## src/rtl/cbc_pkg.sv

```systemverilog
package cbc_pkg;

    parameter int ADDR_W    = 16;
    parameter int DATA_W    = 8;
    parameter int LO_W      = 5;
    parameter int HI_W      = 2;
    parameter int ROM_OFS_W = 14;
    parameter int RAM_OFS_W = 13;

    localparam int BANK_W     = LO_W + HI_W;
    localparam int ROM_ADDR_W = BANK_W + ROM_OFS_W;
    localparam int RAM_ADDR_W = HI_W + RAM_OFS_W;
    localparam int NIB_W      = DATA_W / 2;

    localparam logic [NIB_W-1:0]  EN_KEY    = NIB_W'(4'hA);
    localparam logic [2:0]        RAM_WIN   = 3'b101;
    localparam logic [DATA_W-1:0] IDLE_BYTE = '1;

    typedef enum logic [1:0] {
        SEL_RAM_KEY = 2'd0,
        SEL_LO_BANK = 2'd1,
        SEL_SHARED  = 2'd2,
        SEL_STEER   = 2'd3
    } reg_sel_e;

    typedef struct packed {
        logic            ram_en;
        logic            steer;
        logic [HI_W-1:0] shared;
        logic [LO_W-1:0] lo;
    } bank_regs_t;

    localparam bank_regs_t REGS_RESET = '{ram_en: 1'b0, steer: 1'b0,
                                          shared: '0, lo: LO_W'(1)};

    function automatic logic [LO_W-1:0] lift_zero(input logic [LO_W-1:0] v);
        return (v == '0) ? LO_W'(1) : v;
    endfunction

    function automatic reg_sel_e decode_sel(input logic [ADDR_W-1:0] a);
        return reg_sel_e'(a[ADDR_W-2 -: 2]);
    endfunction

    function automatic logic in_ram_window(input logic [ADDR_W-1:0] a);
        return a[ADDR_W-1 -: 3] == RAM_WIN;
    endfunction

endpackage

```

## src/rtl/cbc_ctrl_regs.sv

```systemverilog
module cbc_ctrl_regs
    import cbc_pkg::*;
(
    input  logic              clk,
    input  logic              rst,
    input  logic              cpu_wr,
    input  logic [ADDR_W-1:0] cpu_addr,
    input  logic [DATA_W-1:0] cpu_wdata,
    output bank_regs_t        regs
);

    logic     store_hit;
    reg_sel_e sel;

    assign store_hit = cpu_wr && !cpu_addr[ADDR_W-1];
    assign sel       = decode_sel(cpu_addr);

    always_ff @(posedge clk) begin
        if (rst) begin
            regs <= REGS_RESET;
        end else if (store_hit) begin
            unique case (sel)
                SEL_RAM_KEY: regs.ram_en <= (cpu_wdata[NIB_W-1:0] == EN_KEY);
                SEL_LO_BANK: regs.lo     <= cpu_wdata[LO_W-1:0];
                SEL_SHARED:  regs.shared <= cpu_wdata[HI_W-1:0];
                SEL_STEER:   regs.steer  <= cpu_wdata[0];
                default:     regs        <= regs;
            endcase
        end
    end

    // without a store into the ROM range, no register moves
    assert_hold_when_idle_R2: assert property (@(posedge clk) disable iff (rst)
        !(cpu_wr && !cpu_addr[ADDR_W-1]) |=> $stable(regs));

    // the steering bit follows data bit 0 of the previous cycle's store
    assert_steer_bit0_R10: assert property (@(posedge clk) disable iff (rst)
        (cpu_wr && cpu_addr[ADDR_W-1 -: 3] == 3'b011) |=> regs.steer == $past(cpu_wdata[0]));

    // a key store with the wrong nibble leaves RAM disabled
    assert_bad_key_R6: assert property (@(posedge clk) disable iff (rst)
        (cpu_wr && cpu_addr[ADDR_W-1 -: 3] == 3'b000 && cpu_wdata[NIB_W-1:0] != EN_KEY)
        |=> !regs.ram_en);

endmodule

```

## src/rtl/cbc_bank_map.sv

```systemverilog
module cbc_bank_map
    import cbc_pkg::*;
(
    input  logic                  clk,
    input  logic                  rst,
    input  logic [ADDR_W-2:0]     addr_lo,
    input  logic                  steer,
    input  logic [HI_W-1:0]       shared,
    input  logic [LO_W-1:0]       lo,
    output logic [ROM_ADDR_W-1:0] rom_addr,
    output logic [RAM_ADDR_W-1:0] ram_addr
);

    logic [BANK_W-1:0] bank_switch;
    logic [BANK_W-1:0] bank_fixed;
    logic [HI_W-1:0]   ram_bank;
    logic              upper_window;

    assign upper_window = addr_lo[ROM_OFS_W];
    assign bank_switch  = {shared, lift_zero(lo)};
    assign bank_fixed   = steer ? {shared, {LO_W{1'b0}}} : '0;
    assign ram_bank     = steer ? shared : '0;

    always_comb begin
        rom_addr = {upper_window ? bank_switch : bank_fixed, addr_lo[ROM_OFS_W-1:0]};
        ram_addr = {ram_bank, addr_lo[RAM_OFS_W-1:0]};
    end

    // the switchable window never lands on a bank whose low bits are zero
    assert_low_nonzero_R3: assert property (@(posedge clk) disable iff (rst)
        upper_window |-> rom_addr[ROM_OFS_W +: LO_W] != '0);

    // with the steering bit clear, RAM always uses bank 0
    assert_ram_bank0_R7: assert property (@(posedge clk) disable iff (rst)
        !steer |-> ram_addr[RAM_ADDR_W-1 -: HI_W] == '0);

    // in the fixed window, the low bank bits are always zero
    assert_fixed_low_zero_R5: assert property (@(posedge clk) disable iff (rst)
        !upper_window |-> rom_addr[ROM_OFS_W +: LO_W] == '0);

endmodule

```

## src/rtl/cbc_ram_gate.sv

```systemverilog
module cbc_ram_gate
    import cbc_pkg::*;
(
    input  logic              clk,
    input  logic              rst,
    input  logic [ADDR_W-1:0] cpu_addr,
    input  logic              cpu_wr,
    input  logic              ram_en,
    input  logic [DATA_W-1:0] rom_rdata,
    input  logic [DATA_W-1:0] ram_rdata,
    output logic              ram_cs,
    output logic              ram_we,
    output logic [DATA_W-1:0] cpu_rdata
);

    logic in_rom;
    logic in_ram;

    assign in_rom = !cpu_addr[ADDR_W-1];
    assign in_ram = in_ram_window(cpu_addr);

    always_comb begin
        ram_cs = in_ram && ram_en;
        ram_we = ram_cs && cpu_wr;
        if (in_rom)      cpu_rdata = rom_rdata;
        else if (ram_cs) cpu_rdata = ram_rdata;
        else             cpu_rdata = IDLE_BYTE;
    end

    // no write strobe without a chip select
    assert_we_needs_cs_R8: assert property (@(posedge clk) disable iff (rst)
        ram_we |-> (ram_cs && cpu_wr));

    // chip select only while enabled and in the RAM window
    assert_cs_gated_R8: assert property (@(posedge clk) disable iff (rst)
        ram_cs |-> (ram_en && cpu_addr[ADDR_W-1 -: 3] == 3'b101));

    // disabled RAM reads back as the idle byte
    assert_idle_when_off_R9: assert property (@(posedge clk) disable iff (rst)
        (cpu_addr[ADDR_W-1 -: 3] == 3'b101 && !ram_en) |-> cpu_rdata == IDLE_BYTE);

endmodule

```

## src/rtl/cart_bank_ctrl.sv

```systemverilog
module cart_bank_ctrl
    import cbc_pkg::*;
(
    input  logic                  clk,
    input  logic                  rst,
    input  logic [ADDR_W-1:0]     cpu_addr,
    input  logic [DATA_W-1:0]     cpu_wdata,
    input  logic                  cpu_wr,
    input  logic [DATA_W-1:0]     rom_rdata,
    input  logic [DATA_W-1:0]     ram_rdata,
    output logic [ROM_ADDR_W-1:0] rom_addr,
    output logic [RAM_ADDR_W-1:0] ram_addr,
    output logic                  ram_cs,
    output logic                  ram_we,
    output logic [DATA_W-1:0]     cpu_rdata
);

    bank_regs_t regs;

    cbc_ctrl_regs u_regs (
        .clk       (clk),
        .rst       (rst),
        .cpu_wr    (cpu_wr),
        .cpu_addr  (cpu_addr),
        .cpu_wdata (cpu_wdata),
        .regs      (regs)
    );

    cbc_bank_map u_map (
        .clk      (clk),
        .rst      (rst),
        .addr_lo  (cpu_addr[ADDR_W-2:0]),
        .steer    (regs.steer),
        .shared   (regs.shared),
        .lo       (regs.lo),
        .rom_addr (rom_addr),
        .ram_addr (ram_addr)
    );

    cbc_ram_gate u_gate (
        .clk       (clk),
        .rst       (rst),
        .cpu_addr  (cpu_addr),
        .cpu_wr    (cpu_wr),
        .ram_en    (regs.ram_en),
        .rom_rdata (rom_rdata),
        .ram_rdata (ram_rdata),
        .ram_cs    (ram_cs),
        .ram_we    (ram_we),
        .cpu_rdata (cpu_rdata)
    );

    // a reset cycle always leaves RAM deselected
    assert_reset_cs_low_R1: assert property (@(posedge clk)
        $rose(rst) |=> !ram_cs);

endmodule

```

## config.mk

```make
export PLATFORM = sky130hd
export DESIGN_NAME = cart_bank_ctrl
export DESIGN_NICKNAME = d
export VERILOG_FILES = /design/src/rtl/cbc_pkg.sv /design/src/rtl/cbc_ctrl_regs.sv /design/src/rtl/cbc_bank_map.sv /design/src/rtl/cbc_ram_gate.sv /design/src/rtl/cart_bank_ctrl.sv
export SDC_FILE = /design/constraint.sdc
export NUM_CORES = 1
export LEC_CHECK = 0
export ABC_AREA = 0
export CORE_MARGIN = 2
export CORE_UTILIZATION = 27
export DETAILED_ROUTE_END_ITERATION = 8
export PLACE_DENSITY = 0.91
export SYNTH_ARGS = -nofsm -noshare
export SYNTH_HDL_FRONTEND = slang
export SYNTH_SLANG_ARGS = --single-unit
```

## constraint.sdc

```tcl
create_clock -name clk -period 1.3 [get_ports clk]
set_input_delay 0.26 -clock clk [delete_from_list [all_inputs] [get_ports clk]]
set_output_delay 0.26 -clock clk [all_outputs]
set_load 0.02 [all_outputs]
```

# Word level (Yosys, flattened, before mapping)
# Cells that the tools add are included.
# classes
n_eq_ne	5
muxes	6
reduce_logical	10
# ops
cell	count
two-way mux 8 bit	2
two-way mux 7 bit	2
AND reduction 2 bit	4
zero test 5 bit	1
two-way mux 5 bit	1
== test 2 bit, second input constant	2
== test 4 bit, second input constant	1
== test 3 bit, second input constant	1
logical AND 1 bit	3
== test 2 x 1 -> 1 bit, second input constant	1
zero test 2 bit	1
two-way mux 2 bit	1
zero test 1 bit	1
# totals
reg_bits	9
in_bits	43
out_inout_bits	46
word_cells	25

# Logic depth before layout (Yosys ltp)
# logic_depth
depth_word	4
depth_mapped	4
ltp_nobuf	3

# By module
# A second synthesis with hierarchy kept.
# unflattened
hier_cells	102
hier_area_um2	807.0
# by_module_without_submodules
module	n_inst	cells_per_inst	area_each_um2	seq_area_each_um2
cbc_ctrl_regs	1	35	377.9	180.2
cbc_bank_map	1	37	270.3	0.0
cbc_ram_gate	1	30	158.9	0.0

# Worst setup path after synthesis
# No wires, ideal clock.
# synth_timing
path_type	in2out
from	input port cpu_addr[14]
to	output port ram_we
t_arrival_ns	1.010
t_required_ns	1.040
setup_slack_ns	0.030
cell_stages	4
n_path_buf	1
cell_sequence	buf_2 -> nand4b_4 -> inv_2 -> and2_1
# synth_between
elab_chain_len	3
# synth_rtl
item	line_no	rtl
start, declared	cart_bank_ctrl.sv:6	input logic [ADDR_W-1:0] cpu_addr,
== test 3 bit	cbc_pkg.sv:45	return a[ADDR_W-1 -: 3] == RAM_WIN;
logical AND 1 bit	cbc_ram_gate.sv:23	ram_cs = in_ram && ram_en;
named net ram_cs	cart_bank_ctrl.sv:13	output logic ram_cs,
logical AND 1 bit	cbc_ram_gate.sv:24	ram_we = ram_cs && cpu_wr;
end, declared	cart_bank_ctrl.sv:14	output logic ram_we,
# The timed path passes the listed nets, and every way through them passes these cells.

# Worst setup path in the final report
# layout_timing
from	register u_regs.regs[8] (netlist name)
to	output port cpu_rdata[1]
# layout_between
elab_chain_len	3
# layout_rtl
item	line_no	rtl
logical AND 1 bit	cbc_ram_gate.sv:23	
two-way mux 8 bit	cbc_ram_gate.sv:26	else if (ram_cs) cpu_rdata = ram_rdata;
two-way mux 8 bit	cbc_ram_gate.sv:25	if (in_rom) cpu_rdata = rom_rdata;
end, declared	cart_bank_ctrl.sv:15	output logic [DATA_W-1:0] cpu_rdata
# Every way passes these cells.

==> results.ini <==
[power_and_ir_drop]
power_switching_mw=0.195
total_leakage_power_nw=0.523
switching_share_pct=26.6
power_frac_comb_pct=32.1
p_per_area_mw_per_mm2=621
irDropWorstVdd_mv=0.383
power_mw=0.735
power.sequential.fraction_pct=38.7
clock_power_share_pct=29.2
cellInternalPower_mw=0.540

[timing]
rsz0062_at_grt=yes
tightestPinTransition_ps=332
final-max-slew-violation-count=0
post-route-worst-setup-slack_ps=-97.8
hold_viol_final=0
finalCritPeriodShare_pct=108
finalCriticalPeriod_ps=1400
max_freq_mhz=715
timing.final.setup_violations=10
skew_ps=0
timing.slew.headroom_pct=77.6

[worst_hold_path]
worst_hold_path_type=primary input to output port
worstHoldPathCells=0

[clocking]
clk_root_buffer_cell=sky130_fd_sc_hd__clkbuf_4
cts_tree=built
cts_buffer_depth=2
clkSinkCount=9
htree_num_levels=1
cts-buffers-inserted=3
clock_insertion_delay_worst_skew_ps=260
worst_setup_hold_path_clk_slew_ps=60

[worst_setup_path]
rr_endpoint=u_regs.regs[0]$_SDFFE_PP1P_
arrival_ps=1140
path_class=flop to output port
end_kind=output port
timing.critical_path.from_type=flop
reg2reg_depth=2
regToRegStartpoint=u_regs.regs[0]$_SDFFE_PP1P_
cp_max_fo=5
timing.critical_path.to=cpu_rdata[1]
ff2ff_setup_slack_ps=480
critical_path_required_ps=1040
worstSetupStartpoint=u_regs.regs[8]$_SDFFE_PP0P_

[floorplanning]
floorplan.die_area_mm2=0.00329
start_util_pct=28.1
fp.coreArea_mm2=0.00273
fp.dieH_um=57.3
die_x_um=57.3
io_pins=89
rows=19

[drt]
routed-via-count=698
routed_wirelength_um=2110
detailedRoute.firstIterationViolations=28
drcViolationCount=0
wl_per_cell_um=14.4
drtAntennaViolNets=0
dr.pass1.iters=4
routed_via_density=4.78

[cells_and_area]
largest_register=u_regs.regs
synthToLayoutAreaGrowth_pct=53.9
top_regs=u_regs.regs x9
filler_cell_count=278
finish.net_count=159
max_reg_flops=9
final_core_utilization_pct=43.2
n_antenna_cell=0
design_area_mm2=0.00118
final_layout_size_suffix_gt1_share_pct=42.6

[grt]
via_count_of_the_first_global_routing_pass=724
gr-usage-all-layers_pct=12.7
grt_first_pass_wirelength_um=3240
grt_max_degree=13
initial_antenna_violation_count=0
grt_remaining_overflow=0

[logic_synthesis]
yosysTopAreaCell=sky130_fd_sc_hd__buf_4
syn-instance-count=84
syn_area_um2=768
synth.yosys.seq_area_share_pct=23.5
top_cells_by_area_in_the_synthesized_netlist=sky130_fd_sc_hd__buf_4, sky130_fd_sc_hd__dfxtp_1, sky130_fd_sc_hd__mux2i_1, sky130_fd_sc_hd__o22a_1, sky130_fd_sc_hd__and2_1
ys_ff_latch=9
avgSynthCellArea_um2=9.15
unique_masters_post_synth=20
postSynthNetCount=127
ys_warn_count=0
yosysTopAreaCellShare_pct=26.4

[placed_design]
placedInstanceArea_mm2=0.00112
place.port_buffers=46
dpl.hpwl_um=1710
place_worst_setup_slack_ps=-746
weighted_congestion_reported_at_the_end_of_routability_driven_placement=0.762

[outcome]
run_status=finished, violations left
failed_checks=setup timing

[flow_run]
max_cap_violations=0

==> stage by stage <==
| stage | instances | setup TNS, ps | hold slack, ps |
|---|---|---|---|
| after global routing | 146 | -1360 | 520 |
| after global placement | 141 | -15240 | 503 |
| after detailed placement | 141 | -16170 | 520 |
| final | 146 | -841 | 520 |
| after floorplan | 84 | 0 | 378 |
| after CTS | 146 | -918 | 520 |
==> critical path, stage by stage (launching register included) <==
cell                       delay, ps
sky130_fd_sc_hd__dfxtp_4         390
sky130_fd_sc_hd__nand4b_4        140
sky130_fd_sc_hd__o22a_1          210
sky130_fd_sc_hd__buf_6           140
==> per-layer routing <==
metal	GRT usage (%)	up-vias	share of wire [%]
met5	0	-	0
met4	6.64	0	2.5
met3	4.99	10	11
met2	24.0	48	53
met1	11.3	308	33
li1	-	332	-
==> power groups by stage <==
stage	Sequential (mW)	Combinational, mW	Clock [mW]
2_1_floorplan	0.291	0.198	0
3_3_place_gp	0.291	0.223	0
3_5_place_dp	0.292	0.228	0
4_1_cts	0.284	0.236	0.219
5_1_grt	0.285	0.249	0.234
6_report	0.284	0.236	0.215
==> cells by family after synthesis <==
kind of cell,count (synthesis),share of synthesized area (%)
AOI/OAI and AO/OA,12,13.2
DFF,9,23.5
buffers and inverters,32,30.1
and+or+nand+nor,23,22.8
muxes,8,10.4
==> final cells by class <==
cell class              count  area (um^2)  share of cell area [%]
repair buffers             57          532                    45.0
multi-input cells          44          393                    33.2
flip-flops and latches      9          188                    15.9
well taps                  31         38.8                    3.28
clock buffers               3         22.5                    1.90
clock inverters             1         5.00                   0.423
inverters                   1         3.75                   0.317
==> Yosys cell counts, drive strengths merged <==
master,n
buf,31
dfxtp,9
mux2i,8
nor2,8
o22a,8
and2,7
o21a,3
and4bb,2
nand4b,2
a211o,1
inv,1
nor2b,1
nor4,1
nor4b,1
nor4bb,1
==> worst min-delay path by stage <==
stage | slack (ps) | startpoint | endpoint
after detailed placement | 520 | cpu_addr[11] | rom_addr[11]
final | 520 | cpu_addr[11] | rom_addr[11]
after floorplan | 380 | cpu_wdata[0] | u_regs.regs[0]$_SDFFE_PP1P_
after CTS | 520 | cpu_addr[11] | rom_addr[11]
after global placement | 500 | u_regs.regs[5]$_SDFFE_PP0P_ | u_regs.regs[5]$_SDFFE_PP0P_
after global routing | 520 | cpu_addr[2] | rom_addr[2]
==> layout by cell type (no fill, tap or decap) <==
master	synthesis	final
sky130_fd_sc_hd__clkdlybuf4s15_2	0	3
sky130_fd_sc_hd__nor2_1	8	8
sky130_fd_sc_hd__buf_6	1	12
sky130_fd_sc_hd__inv_2	1	1
sky130_fd_sc_hd__dfxtp_4	0	1
sky130_fd_sc_hd__mux2i_1	8	8
sky130_fd_sc_hd__buf_2	2	4
sky130_fd_sc_hd__o21a_1	3	3
sky130_fd_sc_hd__nand4b_1	1	1
sky130_fd_sc_hd__nor4_2	0	1
sky130_fd_sc_hd__clkbuf_4	0	3
sky130_fd_sc_hd__clkbuf_2	0	1
sky130_fd_sc_hd__nor2b_2	1	1
sky130_fd_sc_hd__o22a_1	8	8
sky130_fd_sc_hd__a211o_1	1	1
sky130_fd_sc_hd__and4bb_4	1	2
sky130_fd_sc_hd__nand4b_4	1	2
sky130_fd_sc_hd__buf_4	27	12
sky130_fd_sc_hd__clkdlybuf4s50_1	0	22
sky130_fd_sc_hd__dlygate4sd2_1	0	2
sky130_fd_sc_hd__dfxtp_1	9	5
sky130_fd_sc_hd__clkinv_2	0	1
sky130_fd_sc_hd__clkdlybuf4s15_1	0	1
sky130_fd_sc_hd__and2_1	7	6
sky130_fd_sc_hd__and2_4	0	1
sky130_fd_sc_hd__nor4bb_1	1	1
sky130_fd_sc_hd__nor4b_2	1	1
sky130_fd_sc_hd__dfxtp_2	0	3
==> what timing repair did <==
action / in CTS / in global routing
setup endpoints to repair: 27 / 19
cloned: 1 / 0
resized for setup: 111 / 8
pin swaps: 10 / 0
hold buffers: 0 / 0
buffers inserted: 0 / 0
(Power assumes the default switching activity.)
